### config.mk
export PLATFORM = sky130hd
export DESIGN_NAME = irq_entry_seq
export DESIGN_NICKNAME = d
export VERILOG_FILES = /design/src/rtl/irq_entry_pkg.sv /design/src/rtl/irq_ipl_sel.sv /design/src/rtl/irq_frame_mux.sv /design/src/rtl/irq_frame_seq.sv /design/src/rtl/irq_entry_seq.sv
export SDC_FILE = /design/constraint.sdc
export NUM_CORES = 1
export LEC_CHECK = 0
export BUFFER_PORTS_ARGS = -buffer_cell sky130_fd_sc_hd__buf_2
export CORE_MARGIN = 2
export CORE_UTILIZATION = 54
export DETAILED_ROUTE_END_ITERATION = 16
export GPL_ROUTABILITY_DRIVEN = 0
export GPL_TIMING_DRIVEN = 0
export MAX_ROUTING_LAYER = met4
export PLACE_DENSITY = 0.81
export SLEW_MARGIN = 0
export SYNTH_ARGS = -nofsm -noshare
export SYNTH_HDL_FRONTEND = slang
export SYNTH_HIERARCHICAL = 1
export SYNTH_SLANG_ARGS = --single-unit
### constraint.sdc
create_clock -name clk -period 4.2 [get_ports clk]
set_input_delay 0.84 -clock clk [delete_from_list [all_inputs] [get_ports clk]]
set_output_delay 0.84 -clock clk [all_outputs]
set_load 0.02 [all_outputs]
### src/rtl/irq_entry_pkg.sv
package irq_entry_pkg;

  localparam int PC_W        = 24;
  localparam int FLG_W       = 16;
  localparam int FRAME_BYTES = 6;
  localparam int SLOT_W      = $clog2(FRAME_BYTES);

  typedef enum logic [1:0] {
    CLS_PERIPH  = 2'd0,
    CLS_SPECIAL = 2'd1,
    CLS_SOFT    = 2'd2,
    CLS_RSVD    = 2'd3
  } irq_cls_e;

  typedef enum logic [1:0] {
    PH_IDLE  = 2'd0,
    PH_WRITE = 2'd1,
    PH_DONE  = 2'd2
  } seq_phase_e;

  // Byte stored at offset 'slot' above the new stack pointer.
  function automatic logic [7:0] frame_byte(input int unsigned slot,
                                            input logic [PC_W-1:0] pc,
                                            input logic [FLG_W-1:0] flg);
    logic [7:0] b;
    case (slot)
      0:       b = pc[7:0];
      1:       b = pc[15:8];
      2:       b = pc[23:16];
      4:       b = flg[7:0];
      5:       b = flg[15:8];
      default: b = 8'h00;
    endcase
    return b;
  endfunction

endpackage

### src/rtl/irq_ipl_sel.sv
module irq_ipl_sel
  import irq_entry_pkg::*;
#(
  parameter int IPL_W = 3
) (
  input  irq_cls_e         cls,
  input  logic [IPL_W-1:0] prio,
  input  logic [IPL_W-1:0] cur_ipl,
  output logic [IPL_W-1:0] new_ipl
);

  localparam logic [IPL_W-1:0] IPL_MAX = '1;

  always_comb begin
    unique case (cls)
      CLS_PERIPH:  new_ipl = prio;
      CLS_SPECIAL: new_ipl = IPL_MAX;
      default:     new_ipl = cur_ipl;
    endcase
  end

endmodule

### src/rtl/irq_frame_mux.sv
module irq_frame_mux
  import irq_entry_pkg::*;
#(
  parameter int ADDR_W = 24
) (
  input  logic [PC_W-1:0]   pc,
  input  logic [FLG_W-1:0]  flg,
  input  logic [ADDR_W-1:0] sp_base,
  input  logic [SLOT_W-1:0] slot,
  output logic [ADDR_W-1:0] addr,
  output logic [7:0]        data
);

  localparam logic [ADDR_W-1:0] FRAME_SZ = ADDR_W'(FRAME_BYTES);

  logic [7:0] bytes [FRAME_BYTES];

  for (genvar g = 0; g < FRAME_BYTES; g++) begin : g_slot
    assign bytes[g] = frame_byte(g, pc, flg);
  end

  assign addr = sp_base - FRAME_SZ + ADDR_W'(slot);
  assign data = (int'(slot) < FRAME_BYTES) ? bytes[slot] : 8'h00;

endmodule

### src/rtl/irq_frame_seq.sv
module irq_frame_seq
  import irq_entry_pkg::*;
#(
  parameter int ADDR_W = 24,
  parameter int IPL_W  = 3
) (
  input  logic              clk,
  input  logic              rst,
  input  logic              ack,
  input  irq_cls_e          cls_in,
  input  logic [IPL_W-1:0]  prio_in,
  input  logic [PC_W-1:0]   pc_in,
  input  logic [FLG_W-1:0]  flg_in,
  input  logic [ADDR_W-1:0] sp_in,
  input  logic [IPL_W-1:0]  ipl_in,
  input  logic [IPL_W-1:0]  ipl_next,
  output irq_cls_e          cls_q,
  output logic [IPL_W-1:0]  prio_q,
  output logic [IPL_W-1:0]  ipl_q,
  output logic [PC_W-1:0]   pc_q,
  output logic [FLG_W-1:0]  flg_q,
  output logic [ADDR_W-1:0] sp_q,
  output logic [SLOT_W-1:0] slot,
  output logic              writing,
  output logic [ADDR_W-1:0] sp_out,
  output logic [IPL_W-1:0]  ipl_out,
  output logic              busy,
  output logic              done
);

  localparam logic [SLOT_W-1:0] SLOT_TOP = SLOT_W'(FRAME_BYTES - 1);
  localparam logic [ADDR_W-1:0] FRAME_SZ = ADDR_W'(FRAME_BYTES);

  seq_phase_e phase;
  logic       accept;

  assign accept  = ack && (phase == PH_IDLE);
  assign writing = (phase == PH_WRITE);
  assign busy    = (phase != PH_IDLE);
  assign done    = (phase == PH_DONE);

  always_ff @(posedge clk) begin
    if (rst) begin
      phase <= PH_IDLE;
      slot  <= '0;
    end else begin
      unique case (phase)
        PH_IDLE: if (accept) begin
          phase <= PH_WRITE;
          slot  <= SLOT_TOP;
        end
        PH_WRITE: begin
          if (slot == '0) phase <= PH_DONE;
          else            slot  <= slot - 1'b1;
        end
        default: phase <= PH_IDLE;
      endcase
    end
  end

  always_ff @(posedge clk) begin
    if (rst) begin
      cls_q  <= CLS_SOFT;
      prio_q <= '0;
      ipl_q  <= '0;
      pc_q   <= '0;
      flg_q  <= '0;
      sp_q   <= '0;
    end else if (accept) begin
      cls_q  <= cls_in;
      prio_q <= prio_in;
      ipl_q  <= ipl_in;
      pc_q   <= pc_in;
      flg_q  <= flg_in;
      sp_q   <= sp_in;
    end
  end

  always_ff @(posedge clk) begin
    if (rst) begin
      sp_out  <= '0;
      ipl_out <= '0;
    end else if (writing && slot == '0) begin
      sp_out  <= sp_q - FRAME_SZ;
      ipl_out <= ipl_next;
    end
  end

  AST_WE_INSIDE_BUSY: assert property (@(posedge clk) disable iff (rst)
    writing |-> busy);
  AST_DONE_SINGLE: assert property (@(posedge clk) disable iff (rst)
    done |=> !done);
  AST_DONE_AFTER_WRITE: assert property (@(posedge clk) disable iff (rst)
    done |-> !writing && $past(writing));
  AST_SP_HOLD: assert property (@(posedge clk) disable iff (rst)
    (!done && !$past(rst)) |-> $stable(sp_out));
  AST_IPL_HOLD: assert property (@(posedge clk) disable iff (rst)
    (!done && !$past(rst)) |-> $stable(ipl_out));
  AST_CAPTURE_HELD: assert property (@(posedge clk) disable iff (rst)
    (writing && $past(busy) && !$past(rst)) |-> $stable(pc_q) && $stable(sp_q));

endmodule

### src/rtl/irq_entry_seq.sv
module irq_entry_seq
  import irq_entry_pkg::*;
#(
  parameter int ADDR_W = 24,
  parameter int IPL_W  = 3
) (
  input  logic              clk,
  input  logic              rst,
  input  logic              ack,
  input  logic [1:0]        irq_class,
  input  logic [IPL_W-1:0]  req_prio,
  input  logic [23:0]       pc_in,
  input  logic [15:0]       flg_in,
  input  logic [ADDR_W-1:0] sp_in,
  input  logic [IPL_W-1:0]  ipl_in,
  output logic              mem_we,
  output logic [ADDR_W-1:0] mem_addr,
  output logic [7:0]        mem_wdata,
  output logic [ADDR_W-1:0] sp_out,
  output logic [IPL_W-1:0]  ipl_out,
  output logic              busy,
  output logic              done
);

  irq_cls_e          cls_q;
  logic [IPL_W-1:0]  prio_q, ipl_q, ipl_next;
  logic [PC_W-1:0]   pc_q;
  logic [FLG_W-1:0]  flg_q;
  logic [ADDR_W-1:0] sp_q;
  logic [SLOT_W-1:0] slot;
  logic              writing;

  irq_frame_seq #(.ADDR_W(ADDR_W), .IPL_W(IPL_W)) u_seq (
    .clk(clk), .rst(rst), .ack(ack),
    .cls_in(irq_cls_e'(irq_class)), .prio_in(req_prio),
    .pc_in(pc_in), .flg_in(flg_in), .sp_in(sp_in), .ipl_in(ipl_in),
    .ipl_next(ipl_next),
    .cls_q(cls_q), .prio_q(prio_q), .ipl_q(ipl_q),
    .pc_q(pc_q), .flg_q(flg_q), .sp_q(sp_q),
    .slot(slot), .writing(writing),
    .sp_out(sp_out), .ipl_out(ipl_out), .busy(busy), .done(done)
  );

  irq_ipl_sel #(.IPL_W(IPL_W)) u_ipl (
    .cls(cls_q), .prio(prio_q), .cur_ipl(ipl_q), .new_ipl(ipl_next)
  );

  irq_frame_mux #(.ADDR_W(ADDR_W)) u_mux (
    .pc(pc_q), .flg(flg_q), .sp_base(sp_q), .slot(slot),
    .addr(mem_addr), .data(mem_wdata)
  );

  assign mem_we = writing;

  AST_ADDR_STEP_DOWN: assert property (@(posedge clk) disable iff (rst)
    (mem_we && $past(mem_we) && !$past(rst)) |-> mem_addr == $past(mem_addr) - 1'b1);
  AST_PERIPH_PRIO: assert property (@(posedge clk) disable iff (rst)
    (done && cls_q == CLS_PERIPH) |-> ipl_out == prio_q);
  AST_SPECIAL_MAX: assert property (@(posedge clk) disable iff (rst)
    (done && cls_q == CLS_SPECIAL) |-> ipl_out == '1);
  AST_KEEP_LEVEL: assert property (@(posedge clk) disable iff (rst)
    (done && (cls_q == CLS_SOFT || cls_q == CLS_RSVD)) |-> ipl_out == ipl_q);
  AST_PAD_ZERO: assert property (@(posedge clk) disable iff (rst)
    (mem_we && mem_addr == sp_q - ADDR_W'(3)) |-> mem_wdata == 8'h00);

endmodule

Yosys cells after proc, flatten, opt, wreduce, memory -nomap -nowiden
Index checks and enable logic that the tools add are counted.

Output and inout port bits: 62. Bits in registers: 104. Word-level logic and storage cells: 42. Input port bits: 75.

Equality and inequality tests: 6. $lt $le $gt $ge: 2. Muxes and demuxes: 11. Bitwise operators: 1. Reductions and logical operators: 9. Add/sub/neg operators: 3.

Operator list (count): adder 24 x 3 -> 24 bit (1); binary-select mux 8 bit (select 3 bit) (1); 2-to-1 mux 8 bit (3); subtractor 24 x 3 -> 24 bit (second input constant) (1); case mux 3 bit (2 select lines) (2); 2-to-1 mux 3 bit (2); equality test 2 x 1 -> 1 bit (second input constant) (2); greater-or-equal comparator 4 bit (second input constant) (1); logical NOT 2 bit (2); 2-to-1 mux 2 bit (2); inequality test 2 bit (second input constant) (2); NOT 3 -> 4 bit (1); case mux 2 bit (2 select lines) (1); nonzero test 2 bit (2); logical NOT 3 bit (1); less-than comparator 3 bit (second input constant) (1); AND reduction 3 bit (1); subtractor 3 x 1 -> 3 bit (second input constant) (1); equality test 2 bit (second input constant) (1); logical AND 1 bit (2); inequality test 2 x 1 -> 1 bit (second input constant) (1); AND reduction 2 bit (1).

Longest topological paths before layout
Gate-level depths: netlist of run 1.

Depth in word-level cells: 5. Mapped depth: 12. Gate-level depth less buffers: 12.

Modules after synthesis
Netlist of run 1, hierarchy kept.

By module, submodules not included: irq_frame_seq (seq. area each 2082.0 um2, area an instance 4040.1 um2, cells each 502, times used 1); irq_frame_mux (seq. area each 0.0 um2, area an instance 1551.5 um2, cells each 206, times used 1); irq_ipl_sel (seq. area each 0.0 um2, area an instance 37.5 um2, cells each 9, times used 1).

Worst setup path after synthesis of run 1
No wires, ideal clock.

Kind: flip-flop to output port. Start: register u_seq.slot[1]. End: output mem_addr[15]. Setup slack: 0.502 ns. Data required time: 3.360 ns. Data arrival time: 2.858 ns. Buffers on the path: 0. Stages on the path, launching flop included: 13. Cells stage by stage: dfxtp_1 -> clkinv_1 -> ha_1 -> inv_1 -> ha_1 -> inv_1 -> fa_1 -> nand2b_1 -> a21oi_1 -> o2111ai_1 -> a21oi_1 -> nor2_1 -> a211oi_1.

Word-level cells in the longest chain between the ends: 1.

Ends and longest elaborated chain: start: declaration (RTL line irq_frame_seq.sv:23) `output logic [SLOT_W-1:0] slot,`; start signal: assignment (RTL line irq_frame_seq.sv:54) `else slot <= slot - 1'b1;`; adder 24 x 3 -> 24 bit (RTL line irq_frame_mux.sv:22) `assign addr = sp_base - FRAME_SZ + ADDR_W'(slot);`; end: declaration (RTL line irq_entry_seq.sv:17) `output logic [ADDR_W-1:0] mem_addr,`.

No other way between the ends.

Final worst setup path of run 1
Ends and elaborated chain as after synthesis.

==> summary.txt, run 1 <==
Status
  • Status: finished, final reports clean

Synth
  • Mux cell area share after synthesis: 0.0338
  • XOR/XNOR Fraction of Synth Area: 0.0498
  • Synth Area in Adders: 0.0658
  • Average size of a mapped cell: 7.85 um2
  • Post-synth EDFFs: 0
  • Simple-Gate Fraction of Synth Area: 0.215
  • Synth area leaders: dfxtp_1, nand2_1, a21oi_1, ha_1, xnor2_1
  • Seq/Total Area, Yosys: 0.370
  • Post-synth cell types: 60
  • Synthesized Nets: 821
  • Post-Synthesis Cells: 717
  • Seq cells post-synth: 104
  • Largest family of logic cells by synthesized area: simple AND/OR/NAND/NOR gates
  • Synth Area in Compound Gates: 0.208
  • Post-synth top area cell: dfxtp_1
  • Synth Cell Area: 0.00563 mm2
  • Top-area cell type share of the netlist area: 0.370
  • FFs w/ async S/R, synth: 0
  • Synth Flop Type: dfxtp_1
  • Synth warn: 6

Setup path
  • Crit path kind: flop to output port
  • CP cell instances: inv_4, ha_1, inv_1, ha_1, inv_1, fa_1, nand2b_1, a21oi_2, o2111ai_4, a21oi_2, nor2_1, a211oi_2, buf_2
  • Endpoint class of the critical path: output port
  • Worst EP required: 3.36 ns
  • R2R Path Start: u_seq/sp_q[3]$_SDFFE_PP0P_
  • Worst Setup Start Kind: flop
  • Crit path max fanout: 10
  • Maximum single-stage delay on the critical path: 0.42 ns
  • Critical path's slowest cell: fa_1
  • CP arrival: 3.19 ns
  • Worst setup path start: u_seq/slot[1]$_SDFFE_PP0P_

GRT
  • GRT met2 Usage: 0.446
  • Busiest grt layer: met2
  • Total GRT Usage: 0.286
  • Number of global-route vias before repair: 5422
  • Overflow after GRT: 0
  • First-pass GRT wire length: 25.2 mm
  • Global routing met3 resource utilization: 0.0625
  • Initial antenna violation count: 0
  • Met1 usage: 0.372
  • Largest net degree at the start of global routing: 19

STA
  • Max-slew violations: 0
  • Clk_skew: 0.0116 ns
  • Rel. slew slack: 0.446
  • Worst slew pin tran: 0.824 ns
  • Setup TNS: 0 ns
  • # setup viols final: 0
  • Fin crit period: 4.03 ns
  • Unrepaired setup endpoints after global routing: no
  • Worst Setup Slack, final: 0.168 ns
  • Tcrit/Tclk final: 0.960
  • Final hold violation count: 0
  • Achievable clock frequency: 0.248 GHz
  • Hold slack final: 0.459 ns

Routing
  • DRC: 0
  • DRT iter0 DRCs: 428
  • Vias post-DR: 5725
  • Via density per instance: 5.70
  • DRT Pass-1 Iters: 5
  • Wirelength, routed: 15.7 mm
  • Post-detailed-route count of antenna-violating nets: 0
  • Avg WL per Cell: 15.6 um

Power and ir drop
  • VDD IR max: 197 uV
  • LEAKAGE: 2.88 nW
  • Power Density: 412 mW/mm2

Clocking
  • TritonCTS Buffers: 9
  • H-tree levels: 3
  • CTS tree: done
  • Clk buf depth: 2
  • CTS root buffer: clkbuf_8
  • Worst-path clk slew: 0.10 ns
  • Clock insertion delay at the later pin of the skew report: 0.37 ns
  • Clock Sinks: 104

Placement
  • Pre-CTS setup slack: 0.0572 ns
  • PortBufs: 135
  • DP HPWL: 12.0 mm
  • Inst Count DP: 988

Min path
  • Hold_sp: u_seq/flg_q[10]$_SDFFE_PP0P_
  • HP Class: flop to flop

Layout
  • Area Overhead vs Synth: 19.2%
  • Util after Layout: 0.656
  • Fillers: 869
  • Layout cells sized above 1: 0.209
  • Nets: 968
  • Ant diodes: 0
  • Final std cells w/o fill: 1005

Floorplan
  • Die Span X: 106 um
  • Die height: 106 um
  • Io pins: 137
  • Starting density of the core: 0.550
  • Core Area: 0.0102 mm2
  • Standard-cell row count: 37
  • Full die area: 0.0113 mm2

Run
  • Max-Cap Viols: 0
==> through the flow <==
step	power, mW	cell area (um2)
2_1_floorplan	1.87	5630
3_3_place_gp	2.14	6470
3_5_place_dp	2.18	6470
4_1_cts	2.75	6670
5_1_grt	2.92	6710
6_report	2.76	6710
==> cell usage after synthesis, types with 3 or more instances <==
master and count:
dfxtp_1 104, o21ai_1 3, buf_1 4, nor2b_1 4, buf_6 3, or3_1 8
o211ai_1 4, nand3_1 6, nor4_1 3, ha_1 28, nand2b_1 7, a21oi_1 112
xnor2_1 27, or4_1 11, a22o_1 9, o21ai_0 26, a21o_1 8, nand4_1 3
o21bai_1 5, nor3_1 6, nor2_1 25, inv_1 34, or2_2 3, a31oi_1 9
mux4_2 8, clkbuf_1 30, and3_1 4, nand2_1 172, o31ai_1 5, xor2_1 5
a211oi_1 6
==> cell families after synthesis <==
logic type / Yosys count
compound gates: 200
fa+ha+maj: 29
buf+inv: 76
xor+xnor: 32
mux: 9
simple gates: 267
flops: 104
==> power by group <==
group          internal (mW)  switching, mW
sequential              1.06         0.0726
clock                  0.223          0.347
combinational          0.420          0.639
total                   1.71           1.06
==> final cells by class <==
cell class                 instances  area [um2]  share of cell area
multi-input combinational        537        3260               0.487
sequential                       104        2080               0.311
timing repair buffer             136         683               0.102
buffer                            41         193              0.0287
tap                              136         170              0.0254
inverter                          35         134              0.0200
clock buffer                      10         128              0.0190
clock inverter                     6        51.3             0.00765
==> registers in the layout (all words and copies together), names as in the netlist <==
register	flops
u_seq/sp_out	24
u_seq/slot	3
u_seq/phase	2
u_seq/ipl_q	3
u_seq/prio_q	3
u_seq/pc_q	24
u_seq/sp_q	24
u_seq/ipl_out	3
u_seq/flg_q	16
u_seq/cls_q	2
==> critical path, delay by kind of cell, from the launching register on <==
family	cells	cell delay [ns]
fa+ha+maj	3	0.88
compound gates	4	0.88
buf+inv	4	0.40
flops	1	0.37
simple gates	2	0.31
==> worst paths after layout <==
path | slack, ns | to | cells past startpoint
hold / removal | 0.46 | u_seq/flg_q[10]$_SDFFE_PP0P_ | 2
setup / recovery | 0.17 | mem_addr[15] | 13
hold reg to reg | 0.46 | u_seq/flg_q[10]$_SDFFE_PP0P_ | 2
setup reg to reg | 1.84 | u_seq/sp_out[20]$_SDFFE_PP0P_ | 6
==> repair_timing <==
item,in CTS,in global routing
setup endpoints to repair,6,6
setup buffers,0,1
pin swaps,1,2
gates resized for setup,5,6
endpoints found under the hold margin,0,0
hold buffers,0,0
==> layer usage <==
layer	share of wire	wire (um)
met4	0.022	349
met3	0.088	1380
met1	0.43	6720
met2	0.46	7230
met5	0	0
==> placed cells by master (no fill, tap or decap), types with 4 or more instances in the layout <==
master,n
a211oi_1,5
a21o_1,8
a21oi_1,109
a22o_1,9
a31oi_1,9
and3_1,4
buf_1,4
buf_2,137
clkbuf_1,31
clkbuf_8,10
dfxtp_1,102
ha_1,28
inv_1,34
mux4_2,8
nand2_1,172
nand2b_1,7
nand3_1,6
nor2_1,25
nor2b_1,4
nor3_1,6
o211ai_1,4
o21ai_0,26
o21bai_1,5
o31ai_1,5
or3_1,8
or4_1,11
xnor2_1,27
xor2_1,5
(Power assumes the default switching activity.)
==> inputs of run 2 (changes only) <==
Settings changed: MAX_ROUTING_LAYER met4 to unset.
==> run 2 against run 1 <==
Critical path depth did not move. Sequential share of layout area did not move. Combinational power barely moved. Worst setup slack improved by 0.015 ns. Non-clock buffer count did not move. Maximum frequency rose by 0.38%. Via count rose by 0.16%. Sequential power barely moved. Die area did not move. Sequential cell count did not move. Core utilization did not move.
==> summary.txt, run 2 (synthesis results as in run 1) <==
GRT
  • Overflow after GRT: 0 (unchanged)
  • Largest net degree at the start of global routing: 19 (unchanged)
  • Initial antenna violation count: 0 (unchanged)
  • Total GRT Usage: 0.278 (-0.00809)
  • First-pass GRT wire length: 25.2 mm (-0.11%)
  • Number of global-route vias before repair: 5411 (-0.20%)

Placement
  • Placed cell area: 0.00647 mm2 (unchanged)
  • PortBufs: 135 (unchanged)
  • Pre-CTS setup slack: 0.0572 ns (unchanged)
  • DP HPWL: 12.0 mm (unchanged)
  • Inst Count DP: 988 (unchanged)

Power and ir drop
  • Total power: 2.77 mW (about the same)
  • Clock share of power: 0.207 (about the same)
  • Combinational power share: 0.382 (about the same)
  • Switching pwr: 1.06 mW (+0.25%)
  • Switching Share: 0.384 (+0.000596)
  • Pint: 1.71 mW (about the same)
  • LEAKAGE: 2.88 nW (unchanged)
  • VDD IR max: 197 uV (-0.23%)
  • Power Density: 413 mW/mm2 (about the same)
  • Seq pwr share: 0.410 (about the same)

Layout
  • Final std cells w/o fill: 1005 (unchanged)
  • Fillers: 869 (unchanged)
  • Final Cell Area: 0.00671 mm2 (unchanged)
  • Util after Layout: 0.656 (unchanged)
  • Largest registers: u_seq/pc_q: 24 flops, u_seq/sp_out: 24 flops, u_seq/sp_q: 24 flops
  • Commonest cells after routing, fill and taps aside: nand2_1, buf_2, a21oi_1
  • Area Overhead vs Synth: 19.2% (unchanged)
  • Ant diodes: 0 (unchanged)
  • Layout cells sized above 1: 0.209 (unchanged)
  • Nets: 968 (unchanged)
  • Commonest non-fill, non-tap cell in the layout: nand2_1

Floorplan
  • Core Area: 0.0102 mm2 (unchanged)
  • Die height: 106 um (unchanged)
  • Io pins: 137 (unchanged)
  • Standard-cell row count: 37 (unchanged)
  • Full die area: 0.0113 mm2 (unchanged)
  • Die Span X: 106 um (unchanged)
  • Starting density of the core: 0.550 (unchanged)

STA
  • Hold slack final: 0.459 ns (-0.000357 ns)
  • Rel. slew slack: 0.449 (+0.00285)
  • Tcrit/Tclk final: 0.956 (-0.00363)
  • Max-slew violations: 0 (unchanged)
  • Clk_skew: 0.0166 ns (+0.00500 ns)
  • Final hold violation count: 0 (unchanged)
  • # setup viols final: 0 (unchanged)
  • Worst slew pin tran: 0.820 ns (-0.00424 ns)
  • Worst Setup Slack, final: 0.183 ns (+0.0153 ns)
  • Setup TNS: 0 ns (unchanged)
  • Unrepaired setup endpoints after global routing: no
  • Fin crit period: 4.02 ns (-0.0153 ns)
  • Achievable clock frequency: 0.249 GHz (+0.38%)

Min path
  • WHS Path Cells: 2 (unchanged)
  • HP Class: flop to flop

Setup path
  • Worst path bufs/invs: 4 (unchanged)
  • Worst EP required: 3.36 ns (about the same)
  • Maximum single-stage delay on the critical path: 0.42 ns (about the same)
  • Cell count along the critical path: 13 (unchanged)
  • Critical path's slowest cell: fa_1
  • FF-to-FF path depth: 6 (unchanged)
  • Endpoint class of the critical path: output port
  • Worst Setup Start Kind: flop
  • CP arrival: 3.18 ns (about the same)
  • Crit path kind: flop to output port
  • Family with the most delay on the worst path: adder cells
  • Crit path max fanout: 10 (unchanged)
  • CP cell instances: inv_4, ha_1, inv_1, ha_1, inv_1, fa_1, nand2b_1, a21oi_2, o2111ai_4, a21oi_2, nor2_1, a211oi_2, buf_2

Clocking
  • H-tree levels: 3 (unchanged)
  • CTS tree: done
  • Worst-path clk slew: 0.10 ns (about the same)
  • Clock insertion delay at the later pin of the skew report: 0.37 ns (about the same)
  • Clk buf depth: 2 (unchanged)
  • Clock Sinks: 104 (unchanged)
  • CTS root buffer: clkbuf_8
  • TritonCTS Buffers: 9 (unchanged)

Run
  • Max-Cap Viols: 0 (unchanged)

Routing
  • Via density per instance: 5.71 (+0.16%)
  • Post-detailed-route count of antenna-violating nets: 0 (unchanged)
  • Avg WL per Cell: 15.6 um (+0.24%)
  • DRT Pass-1 Iters: 5 (unchanged)
  • DRC: 0 (unchanged)
  • DRT iter0 DRCs: 401 (-6.3%)
  • Wirelength, routed: 15.7 mm (+0.24%)
  • Vias post-DR: 5734 (+0.16%)

Status
  • Status: finished, final reports clean
[run 2: routing by layer]
layer / vias to the layer above / routed length (um) / global-route usage
met4: 0 / 396 / 0.0912
met1: 2638 / 6740 / 0.371
li1: 2788 / - / -
met2: 268 / 7250 / 0.446
met3: 40 / 1330 / 0.0638
met5: - / 0 / 0
[run 2: power by group through the flow]
stage | registers [mW] | logic [mW] | clock network [mW]
floorplan | 1.16 | 0.717 | 0
global placement | 1.15 | 0.992 | 0
detailed placement | 1.15 | 1.02 | 0
CTS | 1.13 | 1.03 | 0.580
global route | 1.15 | 1.15 | 0.629
finish | 1.14 | 1.06 | 0.574
[run 2: final timing paths]
path / startpoint / to / slack (ns)
worst max register to register: u_seq/sp_q[3]$_SDFFE_PP0P_ / u_seq/sp_out[20]$_SDFFE_PP0P_ / 1.85
worst max-delay path: u_seq/slot[1]$_SDFFE_PP0P_ / mem_addr[15] / 0.18
worst min-delay path: u_seq/flg_q[10]$_SDFFE_PP0P_ / u_seq/flg_q[10]$_SDFFE_PP0P_ / 0.46
worst min register to register: u_seq/flg_q[10]$_SDFFE_PP0P_ / u_seq/flg_q[10]$_SDFFE_PP0P_ / 0.46
[run 2: timing repair]
item	CTS	global route
setup endpoints to repair	6	6
hold buffers	0	0
pin swaps	1	2
resized for setup	5	6
setup buffers	0	1
hold endpoints to repair	0	0
[run 2: final cells by class]
type	instances	area (um2)	share of cell area
multi-input cells	537	3260	0.487
flip-flops and latches	104	2080	0.311
repair buffers	136	683	0.102
plain buffers	41	193	0.0287
well taps	136	170	0.0254
inverters	35	134	0.0200
clock buffers	10	128	0.0190
clock inverters	6	51.3	0.00765
[run 2: worst min-delay path: cells and delay by family (launching register included)]
kind,cells,cell delay [ns]
flip-flops,1,0.32
AND/OR/NAND/NOR,1,0.05
AO/OA/AOI/OAI,1,0.05
